### src/rtl/i2ct_pkg.sv
package i2ct_pkg;
  localparam int EV_W        = 6;
  localparam int EV_MATCH_RD = 0;
  localparam int EV_MATCH_WR = 1;
  localparam int EV_RD_REQ   = 2;
  localparam int EV_WR_DATA  = 3;
  localparam int EV_END_RD   = 4;
  localparam int EV_END_WR   = 5;
  localparam logic [EV_W-1:0] EV_MASK_RST = 6'b110000;
  localparam int MAX_ADDR_BYTES = 4;

  typedef enum logic [2:0] {
    S_IDLE, S_RX, S_RX_ACKW, S_RX_ACK, S_TX, S_TX_ACK, S_TX_LOAD, S_WAIT
  } eng_state_t;

  typedef enum logic [1:0] {
    PH_ADDR1, PH_ADDR2, PH_MADDR, PH_DATA
  } phase_t;
endpackage

### src/rtl/i2ct_bus_cond.sv
module i2ct_bus_cond (
  input  logic clk,
  input  logic rst_n,
  input  logic scl_in,
  input  logic sda_in,
  output logic scl_rise,
  output logic scl_fall,
  output logic start_det,
  output logic stop_det
);
  logic scl_q, sda_q;

  always_ff @(posedge clk or negedge rst_n) begin
    if (!rst_n) begin
      scl_q <= 1'b1;
      sda_q <= 1'b1;
    end else begin
      scl_q <= scl_in;
      sda_q <= sda_in;
    end
  end

  assign scl_rise  = scl_in & ~scl_q;
  assign scl_fall  = ~scl_in & scl_q;
  assign start_det = scl_in & scl_q & sda_q & ~sda_in;
  assign stop_det  = scl_in & scl_q & ~sda_q & sda_in;
endmodule

### src/rtl/i2ct_byte_mem.sv
module i2ct_byte_mem #(
  parameter int DEPTH = 8,
  localparam int AW = $clog2(DEPTH)
) (
  input  logic          clk,
  input  logic          we,
  input  logic [AW-1:0] waddr,
  input  logic [7:0]    wdata,
  input  logic [AW-1:0] raddr,
  output logic [7:0]    rdata
);
  logic [7:0] cells [DEPTH];

  always_ff @(posedge clk) begin
    if (we) cells[waddr] <= wdata;
  end

  assign rdata = cells[raddr];
endmodule

### src/rtl/i2ct_event_regs.sv
module i2ct_event_regs
  import i2ct_pkg::*;
(
  input  logic            clk,
  input  logic            rst_n,
  input  logic [EV_W-1:0] evt_pulse,
  input  logic            mask_we,
  input  logic [EV_W-1:0] mask_wdata,
  input  logic [EV_W-1:0] clear,
  output logic [EV_W-1:0] flags,
  output logic            irq
);
  logic [EV_W-1:0] mask_q;

  for (genvar i = 0; i < EV_W; i++) begin : g_flag
    always_ff @(posedge clk or negedge rst_n) begin
      if (!rst_n) flags[i] <= 1'b0;
      else        flags[i] <= evt_pulse[i] | (flags[i] & ~clear[i]);
    end
  end

  always_ff @(posedge clk or negedge rst_n) begin
    if (!rst_n)       mask_q <= EV_MASK_RST;
    else if (mask_we) mask_q <= mask_wdata;
  end

  assign irq = |(flags & mask_q);
endmodule

### src/rtl/i2ct_engine.sv
module i2ct_engine
  import i2ct_pkg::*;
#(
  parameter int DEPTH = 8,
  localparam int AW = $clog2(DEPTH)
) (
  input  logic            clk,
  input  logic            rst_n,
  input  logic            enable,
  input  logic            addr_10bit,
  input  logic [9:0]      target_addr,
  input  logic [2:0]      mem_addr_bytes,
  input  logic            scl_rise,
  input  logic            scl_fall,
  input  logic            start_det,
  input  logic            stop_det,
  input  logic            sda_bit,
  input  logic [7:0]      mem_rdata,
  output logic            sda_oe,
  output logic [31:0]     mem_addr_q,
  output logic [EV_W-1:0] evt_pulse,
  output logic            mem_we,
  output logic [AW-1:0]   mem_waddr,
  output logic [7:0]      mem_wdata,
  output logic [AW-1:0]   ptr
);
  eng_state_t  state;
  phase_t      phase;
  logic [2:0]  bit_cnt;
  logic [7:0]  rx_sh, tx_sh;
  logic        ack_q, go_rd;
  logic        txn_act, txn_rd, data_seen, tenbit_arm;
  logic [31:0] maddr_acc;
  logic [2:0]  maddr_cnt;

  logic [7:0]  rx_byte;
  logic [2:0]  ab_eff;
  logic        hdr10_ok, a7_ok;
  logic [31:0] maddr_next;

  assign rx_byte    = {rx_sh[6:0], sda_bit};
  assign ab_eff     = (mem_addr_bytes > 3'(MAX_ADDR_BYTES)) ? 3'(MAX_ADDR_BYTES) : mem_addr_bytes;
  assign hdr10_ok   = (rx_byte[7:3] == 5'b11110) && (rx_byte[2:1] == target_addr[9:8]);
  assign a7_ok      = (rx_byte[7:1] == target_addr[6:0]);
  assign maddr_next = {maddr_acc[23:0], rx_byte};

  always_ff @(posedge clk or negedge rst_n) begin
    if (!rst_n) begin
      state      <= S_IDLE;
      phase      <= PH_ADDR1;
      bit_cnt    <= '0;
      rx_sh      <= '0;
      tx_sh      <= '0;
      ack_q      <= 1'b0;
      go_rd      <= 1'b0;
      txn_act    <= 1'b0;
      txn_rd     <= 1'b0;
      data_seen  <= 1'b0;
      tenbit_arm <= 1'b0;
      maddr_acc  <= '0;
      maddr_cnt  <= '0;
      mem_addr_q <= '0;
      ptr        <= '0;
      sda_oe     <= 1'b0;
      evt_pulse  <= '0;
      mem_we     <= 1'b0;
      mem_waddr  <= '0;
      mem_wdata  <= '0;
    end else begin
      evt_pulse <= '0;
      mem_we    <= 1'b0;
      if (!enable) begin
        state      <= S_IDLE;
        sda_oe     <= 1'b0;
        txn_act    <= 1'b0;
        tenbit_arm <= 1'b0;
      end else if (start_det || stop_det) begin
        if (txn_act) begin
          if (txn_rd)                          evt_pulse[EV_END_RD] <= 1'b1;
          else if (ab_eff == 3'd0 || data_seen) evt_pulse[EV_END_WR] <= 1'b1;
        end
        txn_act <= 1'b0;
        sda_oe  <= 1'b0;
        bit_cnt <= '0;
        phase   <= PH_ADDR1;
        state   <= start_det ? S_RX : S_IDLE;
        if (stop_det) tenbit_arm <= 1'b0;
      end else begin
        case (state)
          S_RX: if (scl_rise) begin
            rx_sh <= rx_byte;
            if (bit_cnt != 3'd7) begin
              bit_cnt <= bit_cnt + 3'd1;
            end else begin
              state <= S_RX_ACKW;
              go_rd <= 1'b0;
              ack_q <= 1'b1;
              case (phase)
                PH_ADDR1: begin
                  if (!addr_10bit) begin
                    if (a7_ok) begin
                      go_rd   <= rx_byte[0];
                      txn_act <= 1'b1;
                      txn_rd  <= rx_byte[0];
                      if (rx_byte[0]) evt_pulse[EV_MATCH_RD] <= 1'b1;
                      else begin
                        evt_pulse[EV_MATCH_WR] <= 1'b1;
                        phase     <= (ab_eff != 3'd0) ? PH_MADDR : PH_DATA;
                        maddr_acc <= '0;
                        maddr_cnt <= '0;
                        data_seen <= 1'b0;
                      end
                    end else begin
                      ack_q <= 1'b0;
                    end
                  end else begin
                    if (hdr10_ok && !rx_byte[0]) begin
                      phase <= PH_ADDR2;
                    end else if (hdr10_ok && rx_byte[0] && tenbit_arm) begin
                      go_rd   <= 1'b1;
                      txn_act <= 1'b1;
                      txn_rd  <= 1'b1;
                      evt_pulse[EV_MATCH_RD] <= 1'b1;
                    end else begin
                      ack_q <= 1'b0;
                    end
                  end
                end
                PH_ADDR2: begin
                  if (rx_byte == target_addr[7:0]) begin
                    txn_act    <= 1'b1;
                    txn_rd     <= 1'b0;
                    tenbit_arm <= 1'b1;
                    evt_pulse[EV_MATCH_WR] <= 1'b1;
                    phase     <= (ab_eff != 3'd0) ? PH_MADDR : PH_DATA;
                    maddr_acc <= '0;
                    maddr_cnt <= '0;
                    data_seen <= 1'b0;
                  end else begin
                    ack_q      <= 1'b0;
                    tenbit_arm <= 1'b0;
                  end
                end
                PH_MADDR: begin
                  maddr_acc <= maddr_next;
                  maddr_cnt <= maddr_cnt + 3'd1;
                  if ((maddr_cnt + 3'd1) == ab_eff) begin
                    mem_addr_q <= maddr_next;
                    ptr        <= maddr_next[AW-1:0];
                    phase      <= PH_DATA;
                  end
                end
                default: begin
                  mem_we    <= 1'b1;
                  mem_waddr <= ptr;
                  mem_wdata <= rx_byte;
                  ptr       <= ptr + AW'(1);
                  data_seen <= 1'b1;
                  evt_pulse[EV_WR_DATA] <= 1'b1;
                end
              endcase
            end
          end
          S_RX_ACKW: if (scl_fall) begin
            if (ack_q) begin
              sda_oe <= 1'b1;
              state  <= S_RX_ACK;
            end else begin
              state <= S_WAIT;
            end
          end
          S_RX_ACK: if (scl_fall) begin
            if (go_rd) begin
              tx_sh   <= mem_rdata;
              sda_oe  <= ~mem_rdata[7];
              ptr     <= ptr + AW'(1);
              bit_cnt <= '0;
              state   <= S_TX;
              evt_pulse[EV_RD_REQ] <= 1'b1;
            end else begin
              sda_oe  <= 1'b0;
              bit_cnt <= '0;
              state   <= S_RX;
            end
          end
          S_TX: if (scl_fall) begin
            if (bit_cnt == 3'd7) begin
              sda_oe <= 1'b0;
              state  <= S_TX_ACK;
            end else begin
              bit_cnt <= bit_cnt + 3'd1;
              tx_sh   <= {tx_sh[6:0], 1'b0};
              sda_oe  <= ~tx_sh[6];
            end
          end
          S_TX_ACK: if (scl_rise) begin
            state <= sda_bit ? S_WAIT : S_TX_LOAD;
          end
          S_TX_LOAD: if (scl_fall) begin
            tx_sh   <= mem_rdata;
            sda_oe  <= ~mem_rdata[7];
            ptr     <= ptr + AW'(1);
            bit_cnt <= '0;
            state   <= S_TX;
            evt_pulse[EV_RD_REQ] <= 1'b1;
          end
          default: ;
        endcase
      end
    end
  end
endmodule

### src/rtl/i2c_mem_target.sv
module i2c_mem_target
  import i2ct_pkg::*;
#(
  parameter int MEM_DEPTH = 8,
  localparam int AW = $clog2(MEM_DEPTH)
) (
  input  logic        clk,
  input  logic        rst_n,
  input  logic        enable,
  input  logic        addr_10bit,
  input  logic [9:0]  target_addr,
  input  logic [2:0]  mem_addr_bytes,
  input  logic        scl_in,
  input  logic        sda_in,
  output logic        sda_oe,
  output logic [31:0] mem_addr_q,
  input  logic        evt_mask_we,
  input  logic [5:0]  evt_mask_wdata,
  input  logic [5:0]  evt_clear,
  output logic [5:0]  evt_flags,
  output logic        irq
);
  logic            scl_rise, scl_fall, start_det, stop_det;
  logic [EV_W-1:0] evt_pulse;
  logic            mem_we;
  logic [AW-1:0]   mem_waddr, ptr;
  logic [7:0]      mem_wdata, mem_rdata;

  i2ct_bus_cond u_cond (
    .clk(clk), .rst_n(rst_n), .scl_in(scl_in), .sda_in(sda_in),
    .scl_rise(scl_rise), .scl_fall(scl_fall),
    .start_det(start_det), .stop_det(stop_det)
  );

  i2ct_engine #(.DEPTH(MEM_DEPTH)) u_eng (
    .clk(clk), .rst_n(rst_n), .enable(enable), .addr_10bit(addr_10bit),
    .target_addr(target_addr), .mem_addr_bytes(mem_addr_bytes),
    .scl_rise(scl_rise), .scl_fall(scl_fall),
    .start_det(start_det), .stop_det(stop_det), .sda_bit(sda_in),
    .mem_rdata(mem_rdata), .sda_oe(sda_oe), .mem_addr_q(mem_addr_q),
    .evt_pulse(evt_pulse), .mem_we(mem_we), .mem_waddr(mem_waddr),
    .mem_wdata(mem_wdata), .ptr(ptr)
  );

  i2ct_byte_mem #(.DEPTH(MEM_DEPTH)) u_mem (
    .clk(clk), .we(mem_we), .waddr(mem_waddr), .wdata(mem_wdata),
    .raddr(ptr), .rdata(mem_rdata)
  );

  i2ct_event_regs u_evt (
    .clk(clk), .rst_n(rst_n), .evt_pulse(evt_pulse),
    .mask_we(evt_mask_we), .mask_wdata(evt_mask_wdata),
    .clear(evt_clear), .flags(evt_flags), .irq(irq)
  );
endmodule

### config.mk
export PLATFORM = sky130hd
export DESIGN_NAME = i2c_mem_target
export DESIGN_NICKNAME = d
export VERILOG_FILES = /design/src/rtl/i2ct_pkg.sv /design/src/rtl/i2ct_bus_cond.sv /design/src/rtl/i2ct_byte_mem.sv /design/src/rtl/i2ct_event_regs.sv /design/src/rtl/i2ct_engine.sv /design/src/rtl/i2c_mem_target.sv
export SDC_FILE = /design/constraint.sdc
export NUM_CORES = 1
export LEC_CHECK = 0
export CAP_MARGIN = 30
export CORE_ASPECT_RATIO = 2
export CORE_UTILIZATION = 50
export DETAILED_ROUTE_END_ITERATION = 8
export DONT_BUFFER_PORTS = 1
export PLACE_DENSITY = 0.71
export SYNTH_ARGS = -nofsm -noshare
export SYNTH_HDL_FRONTEND = slang
export SYNTH_SLANG_ARGS = --single-unit
### constraint.sdc
create_clock -name clk -period 3.8 [get_ports clk]
set_clock_uncertainty 0.1 [all_clocks]
set_input_delay 0.76 -clock clk [delete_from_list [all_inputs] [get_ports clk]]
set_output_delay 0.76 -clock clk [all_outputs]
set_load 0.02 [all_outputs]
# After elaboration in Yosys (flattened, before gate mapping)
# Memory sizes are Yosys's and may differ from the RTL's.
# Index checks and enable logic that the tools add are counted.
# word_totals
regBits	123
ramBits	64
inputBits	32
word_cells	304
n_memories	1
# memory_table
name	depth	width	read_ports	rd_ports_with_merged_regs	write_ports	line	rtl
u_mem.cells	8	8	1	0	1	i2ct_byte_mem.sv:12	logic [7:0] cells [DEPTH];
# classes
add_sub_neg	3
order_cmp	1
eq_ne	63
mux	134
n_bitwise	36
reduce_logical	37
# ops
op	n
24-bit 2-to-1 mux	4
3-bit 2-to-1 mux	29
24-bit case mux with 3 select lines	1
1-bit 2-to-1 mux	63
10-bit AND reduction	5
7-bit 2-to-1 mux	5
2-bit 2-to-1 mux	16
4-bit by 3-bit inequality test with 1-bit output, second input constant	8
3-bit case mux with 3 select lines	3
3-bit by 2-bit inequality test with 1-bit output, second input constant	8
3-bit by 1-bit inequality test with 1-bit output, second input constant	7
7-bit case mux with 3 select lines	1
4-bit by 2-bit inequality test with 1-bit output, second input constant	5
2-bit inequality test, second input constant	9
3-bit case mux with 6 select lines	1
1-bit NOT	16
8-bit AND reduction	2
7-bit AND reduction	2
1-bit bitwise AND	13
3-bit equality test, second input constant	4
6-bit AND reduction	2
3-bit nonzero test	4
5-bit by 3-bit inequality test with 1-bit output, second input constant	2
1-bit case mux with 2 select lines	5
other kinds (38)	59

# Longest topological paths before layout
# depth
word_depth	13
depth_mapped	9
mapped_depth_nobuf	7

# Cells and area by module
# From an unflattened synthesis, not the netlist that was laid out.
# unflattened
cells_unflattened	643
hier_area_um2	8406.8
# modules_own_cells
mod	instances	cells_per_inst	area_each_um2	seq_area_each_um2
i2ct_engine	1	496	5291.3	2702.6
i2ct_byte_mem	1	106	2531.2	1921.8
i2ct_event_regs	1	35	499.2	302.8
i2ct_bus_cond	1	6	85.1	52.6

# Least setup slack after synthesis
# OpenSTA, ideal clock, no wires.
# synth_path
path_kind	input-to-reg
startpoint	in sda_in
endpoint	reg u_eng.maddr_cnt[0]
setup_time_ns	0.125
t_arrival_ns	2.307
required_time_ns	3.575
setup_slack_ns	1.269
stages	7
n_path_buf	2
cell_sequence	xnor2_1 -> o21ai_2 -> or2_1 -> buf_6 -> nor4_4 -> buf_6 -> mux2_2
# synth_via
elab_chain_len	5
elab_cells_between_ends	9
classes_between	eq/ne (3); bitwise (4); reduce/logical (2)
# synth_rtl
element	line	rtl
start: declaration	i2c_mem_target.sv:14	input logic sda_in,
parallel branches: the longest is 4 deep, another holds 8-bit equality test	-	
10-bit AND reduction (no source line) (*)	-	
end signal: assignment	i2ct_engine.sv:146	maddr_cnt <= maddr_cnt + 3'd1;
end: declaration	i2ct_engine.sv:34	logic [2:0] maddr_cnt;
# Every way passes the cells marked *.
# A chain may end at the register's enable or synchronous reset.

# Worst setup path after layout
# layout_path
startpoint	reg u_eng.maddr_cnt[0]
endpoint	reg u_eng.phase[0]
# layout_via
elab_chain_len	4
# layout_rtl
element	line	rtl
3-bit by 1-bit adder with 3-bit output	i2ct_engine.sv:147	if ((maddr_cnt + 3'd1) == ab_eff) begin
3-bit equality test	i2ct_engine.sv:147	
3-bit by 1-bit inequality test with 1-bit output (no source line)	-	
10-bit AND reduction (no source line)	-	
end signal: assignment	i2ct_engine.sv:108	phase <= (ab_eff != 3'd0) ? PH_MADDR : PH_DATA;
end signal: assignment	i2ct_engine.sv:135	phase <= (ab_eff != 3'd0) ? PH_MADDR : PH_DATA;
end: declaration	i2ct_engine.sv:28	phase_t phase;
# No other way between the ends.

==> results.txt <==
The flow ran to the end, and the final reports show no timing, DRC or antenna violations. The initial antenna violation count is 0. The net count reported at finish came out at between 600 and 700. TritonCTS built the clock tree. In this run, CTS created clock tree buffers numbering 17. The synthesized netlist occupies a cell area of between 0.008 and 0.009 mm^2.

The vertical extent of the die is ~180 um. The number of DRC violations after detailed routing is 0. The data required time of the worst path came out at between 4 and 5 ns. The share of the clock period used by the worst path after layout is 0.777.

For the pin with the worst max-slew slack, the measured transition is 0.894 ns. Summed over all cells, the static leakage comes to approximately 0.0036 uW. The number of detailed-route iterations in the first pass is 7.

The wire length the detailed router placed on met1 came out at slightly above 6000 um. The number of synthesis warnings is 0. The achievable frequency came out at 339 MHz. The overall routing resource usage is 0.221.

The count of buffers added on input and output ports is 0. The root cell of the clock tree is sky130_fd_sc_hd__clkbuf_16. Across the run, the number of max-cap violations was 0. The via count of the first global-routing pass is slightly above 5k. The distinct cell type count of the synthesized netlist is 64.

The longest clock path from root to sink contains 2 buffers. At the end of routability-driven placement, the weighted congestion stood at about 0.91. The net count of the mapped netlist came out at around 650. The clock sink count came out at between 150 and 200.

The length of routed met3 wiring is around 700 um. The final-report hold violation count was 0. The largest fanout on the critical path is 5. The detailed router placed a little under 5k vias in this run. The number of DRC markers in iteration 0 came out at between 300 and 400. The total detailed-routing wirelength is about 18000 um. The final antenna-violating net count is 0. The site row count is 66.

The final critical path time including I/O delays and setup came out at ~3.0 ns. The final-report max-slew violation count is 0. Of the cells placed in the final design, the portion with a size suffix greater than 1 is 0.223. The detailed placer's ending HPWL is between 10000 and 15000 um. The setup path with the least slack is of type flop to flop. The routed via count divided by cell count came out at 5.91.

The overall die width came out at just over 90 um. Compared with the post-synthesis result, the final layout area differs by 8.70%. The most used flip-flop cell after synthesis is sky130_fd_sc_hd__dfrtp_1. The routed length per placed instance came out at approximately 21 um.

In the layout the commonest cells are 118 x sky130_fd_sc_hd__dfrtp_1, 69 x sky130_fd_sc_hd__mux2_2, 64 x sky130_fd_sc_hd__edfxtp_1. At the later pin of the worst-skew pair, clock insertion delay measures ~0.43 ns. The wire length on met2 is 10100 um. The count of inserted antenna diode cells is 0. The register bit count reported by yosys came out at between 150 and 200. Counting flops with a built-in enable in the synthesized netlist gives 64. Headroom to the max-slew limit came out at 0.402. Dividing the synthesized area by the synthesized cell count gives 13.5 um^2. The register area share after synthesis is 0.602. The worst setup path is launched from a flop.

The initial standard-cell utilization of the core came out at 0.511. The final count of negative-setup-slack endpoints came out at 0. The topmost layer with routed signal wires is met4. The H-tree depth reported by CTS is 4.

IR analysis of the VDD net gives a maximum drop of slightly below 0.4 mV. The remaining global-route overflow is 0. The commonest non-fill, non-tap cell in the layout is sky130_fd_sc_hd__dfrtp_1. The number of top-level pins is between 70 and 80.

STA classifies the critical path endpoint as a flop. The floorplan step defined a die boundary enclosing ~0.017 mm^2. The post-route setup TNS came out at 0 ns. Setup repair after global routing left no endpoint under its margin.

The async set-reset flop share out of synthesis is 0.656. Measured on the finished design, the core utilization comes to 0.556. Dividing total power by cell area gives a power density of around 440 mW/mm^2. The arrival time of the worst setup path came out at 3.21 ns. The synthesized netlist cell count came out at between 600 and 700.

The worst hold path belongs to the class primary input to async pin. The largest net degree at the start of global routing came out at ~120. Once the clock tree was built, the resizer swapped 0 gates to a different size. The first-pass GRT wire length is between 20000 and 30000 um. The core area is roughly 0.016 mm^2.

The clock transition at the registers of the reported paths came out at about 0.07 ns.
[flip-flops by register name, indices dropped and copies added, names as in the netlist, 2 cells and up]
signal / count
u_evt.mask_q: 6
u_eng.rx_sh: 7
u_eng.maddr_acc: 24
u_eng.ptr: 3
u_eng.evt_pulse: 5
u_evt.flags: 6
u_mem.cells: 64
u_eng.mem_waddr: 3
u_eng.maddr_cnt: 3
u_eng.state: 3
u_eng.tx_sh: 7
u_eng.phase: 2
u_eng.mem_wdata: 8
u_eng.bit_cnt: 3
u_eng.mem_addr_q: 32
[critical path, stage by stage, from the launching register on]
cell,delay (ns)
sky130_fd_sc_hd__dfrtp_1,0.45
sky130_fd_sc_hd__ha_1,0.39
sky130_fd_sc_hd__xor2_1,0.19
sky130_fd_sc_hd__nor4b_1,0.66
sky130_fd_sc_hd__o21ai_0,0.22
sky130_fd_sc_hd__nor4_1,0.60
sky130_fd_sc_hd__mux2i_1,0.27
[worst paths after layout]
| path | startpoint | end | slack (ns) | depth (start not counted) |
|---|---|---|---|---|
| setup reg to reg | u_eng.maddr_cnt[0] | u_eng.phase[0] | 0.85 | 6 |
| max in group asynchronous | rst_n | u_eng.maddr_acc[21] | 2.96 | 1 |
| min in group clk | scl_in | u_cond.scl_q | 0.22 | 0 |
| setup / recovery | u_eng.maddr_cnt[0] | u_eng.phase[0] | 0.85 | 6 |
| hold reg to reg | u_eng.evt_pulse[0] | u_evt.flags[0] | 0.33 | 1 |
| hold / removal | rst_n | u_cond.sda_q | 0.06 | 0 |
[what timing repair did]
item / in CTS / in global routing
hold endpoints to repair: 118 / 0
hold buffers: 1 / 0
buffers inserted: 0 / 0
[power breakdown]
group / switching, uW / internal, uW / total, uW
registers: 20.2 / 2090 / 2110
logic: 65.7 / 54.4 / 120
clock network: 799 / 886 / 1690
total: 885 / 3030 / 3910
[area by class of cell]
class | count | area, um^2
clock buffers | 20 | 450
clock inverters | 12 | 105
fillers | 1356 | 7190
inverters | 43 | 161
multi-input cells | 351 | 2940
flip-flops and latches | 186 | 4980
well taps | 204 | 255
repair buffers | 8 | 100
[routing by layer]
| layer | vias to the layer above | track usage |
|---|---|---|
| met4 | 0 | 0.104 |
| met1 | 2496 | 0.231 |
| met2 | 152 | 0.408 |
| met5 | - | 0 |
| li1 | 2181 | - |
| met3 | 38 | 0.0517 |
[logic make-up (layout without fill, tap and decap cells)]
logic type               Yosys count  after routing  synth area share
flip-flops                       186            186             0.602
AND/OR/NAND/NOR                  132            132            0.0836
multiplexers                     122            122             0.182
buffers and inverters             75             83            0.0427
AO/OA/AOI/OAI                     68             68            0.0551
XOR/XNOR                          21             21            0.0222
adder cells (fa/ha/maj)            8              8            0.0121
[Yosys cell counts, types with 4 or more instances]
master | count | area, um^2
sky130_fd_sc_hd__xnor2_1 | 11 | 96.3
sky130_fd_sc_hd__mux2_2 | 69 | 777
sky130_fd_sc_hd__nand2b_1 | 9 | 56.3
sky130_fd_sc_hd__nor4_1 | 5 | 31.3
sky130_fd_sc_hd__nand3_1 | 6 | 30.0
sky130_fd_sc_hd__nand2_1 | 51 | 191
sky130_fd_sc_hd__a21oi_1 | 9 | 45.0
sky130_fd_sc_hd__a21o_1 | 7 | 52.6
sky130_fd_sc_hd__nor3_1 | 10 | 50.1
sky130_fd_sc_hd__ha_1 | 8 | 100
sky130_fd_sc_hd__nor2_1 | 22 | 82.6
sky130_fd_sc_hd__dfrtp_1 | 118 | 2950
sky130_fd_sc_hd__clkbuf_1 | 14 | 52.6
sky130_fd_sc_hd__a22oi_1 | 6 | 45.0
sky130_fd_sc_hd__inv_1 | 43 | 161
sky130_fd_sc_hd__buf_2 | 12 | 60.1
sky130_fd_sc_hd__edfxtp_1 | 64 | 1920
sky130_fd_sc_hd__o21ai_0 | 17 | 85.1
sky130_fd_sc_hd__mux4_2 | 16 | 360
sky130_fd_sc_hd__mux2i_1 | 37 | 370
sky130_fd_sc_hd__dfstp_2 | 4 | 105
sky130_fd_sc_hd__xor2_1 | 10 | 87.6
[metrics by stage]
step | total power (uW) | hold slack, ns | std cells | area (um^2) | setup slack, ns
global placement | 2240 | 0.309 | 790 | 8380 | 0.946
detailed placement | 2240 | 0.317 | 791 | 8410 | 0.814
floorplan | 2220 | 0.304 | 612 | 8270 | 1.27
finish | 3910 | 0.0643 | 824 | 8990 | 0.848
CTS | 3950 | 0.0552 | 824 | 8990 | 0.966
global route | 4040 | 0.0425 | 824 | 8990 | 0.761
Power figures use the tool's default switching activity.
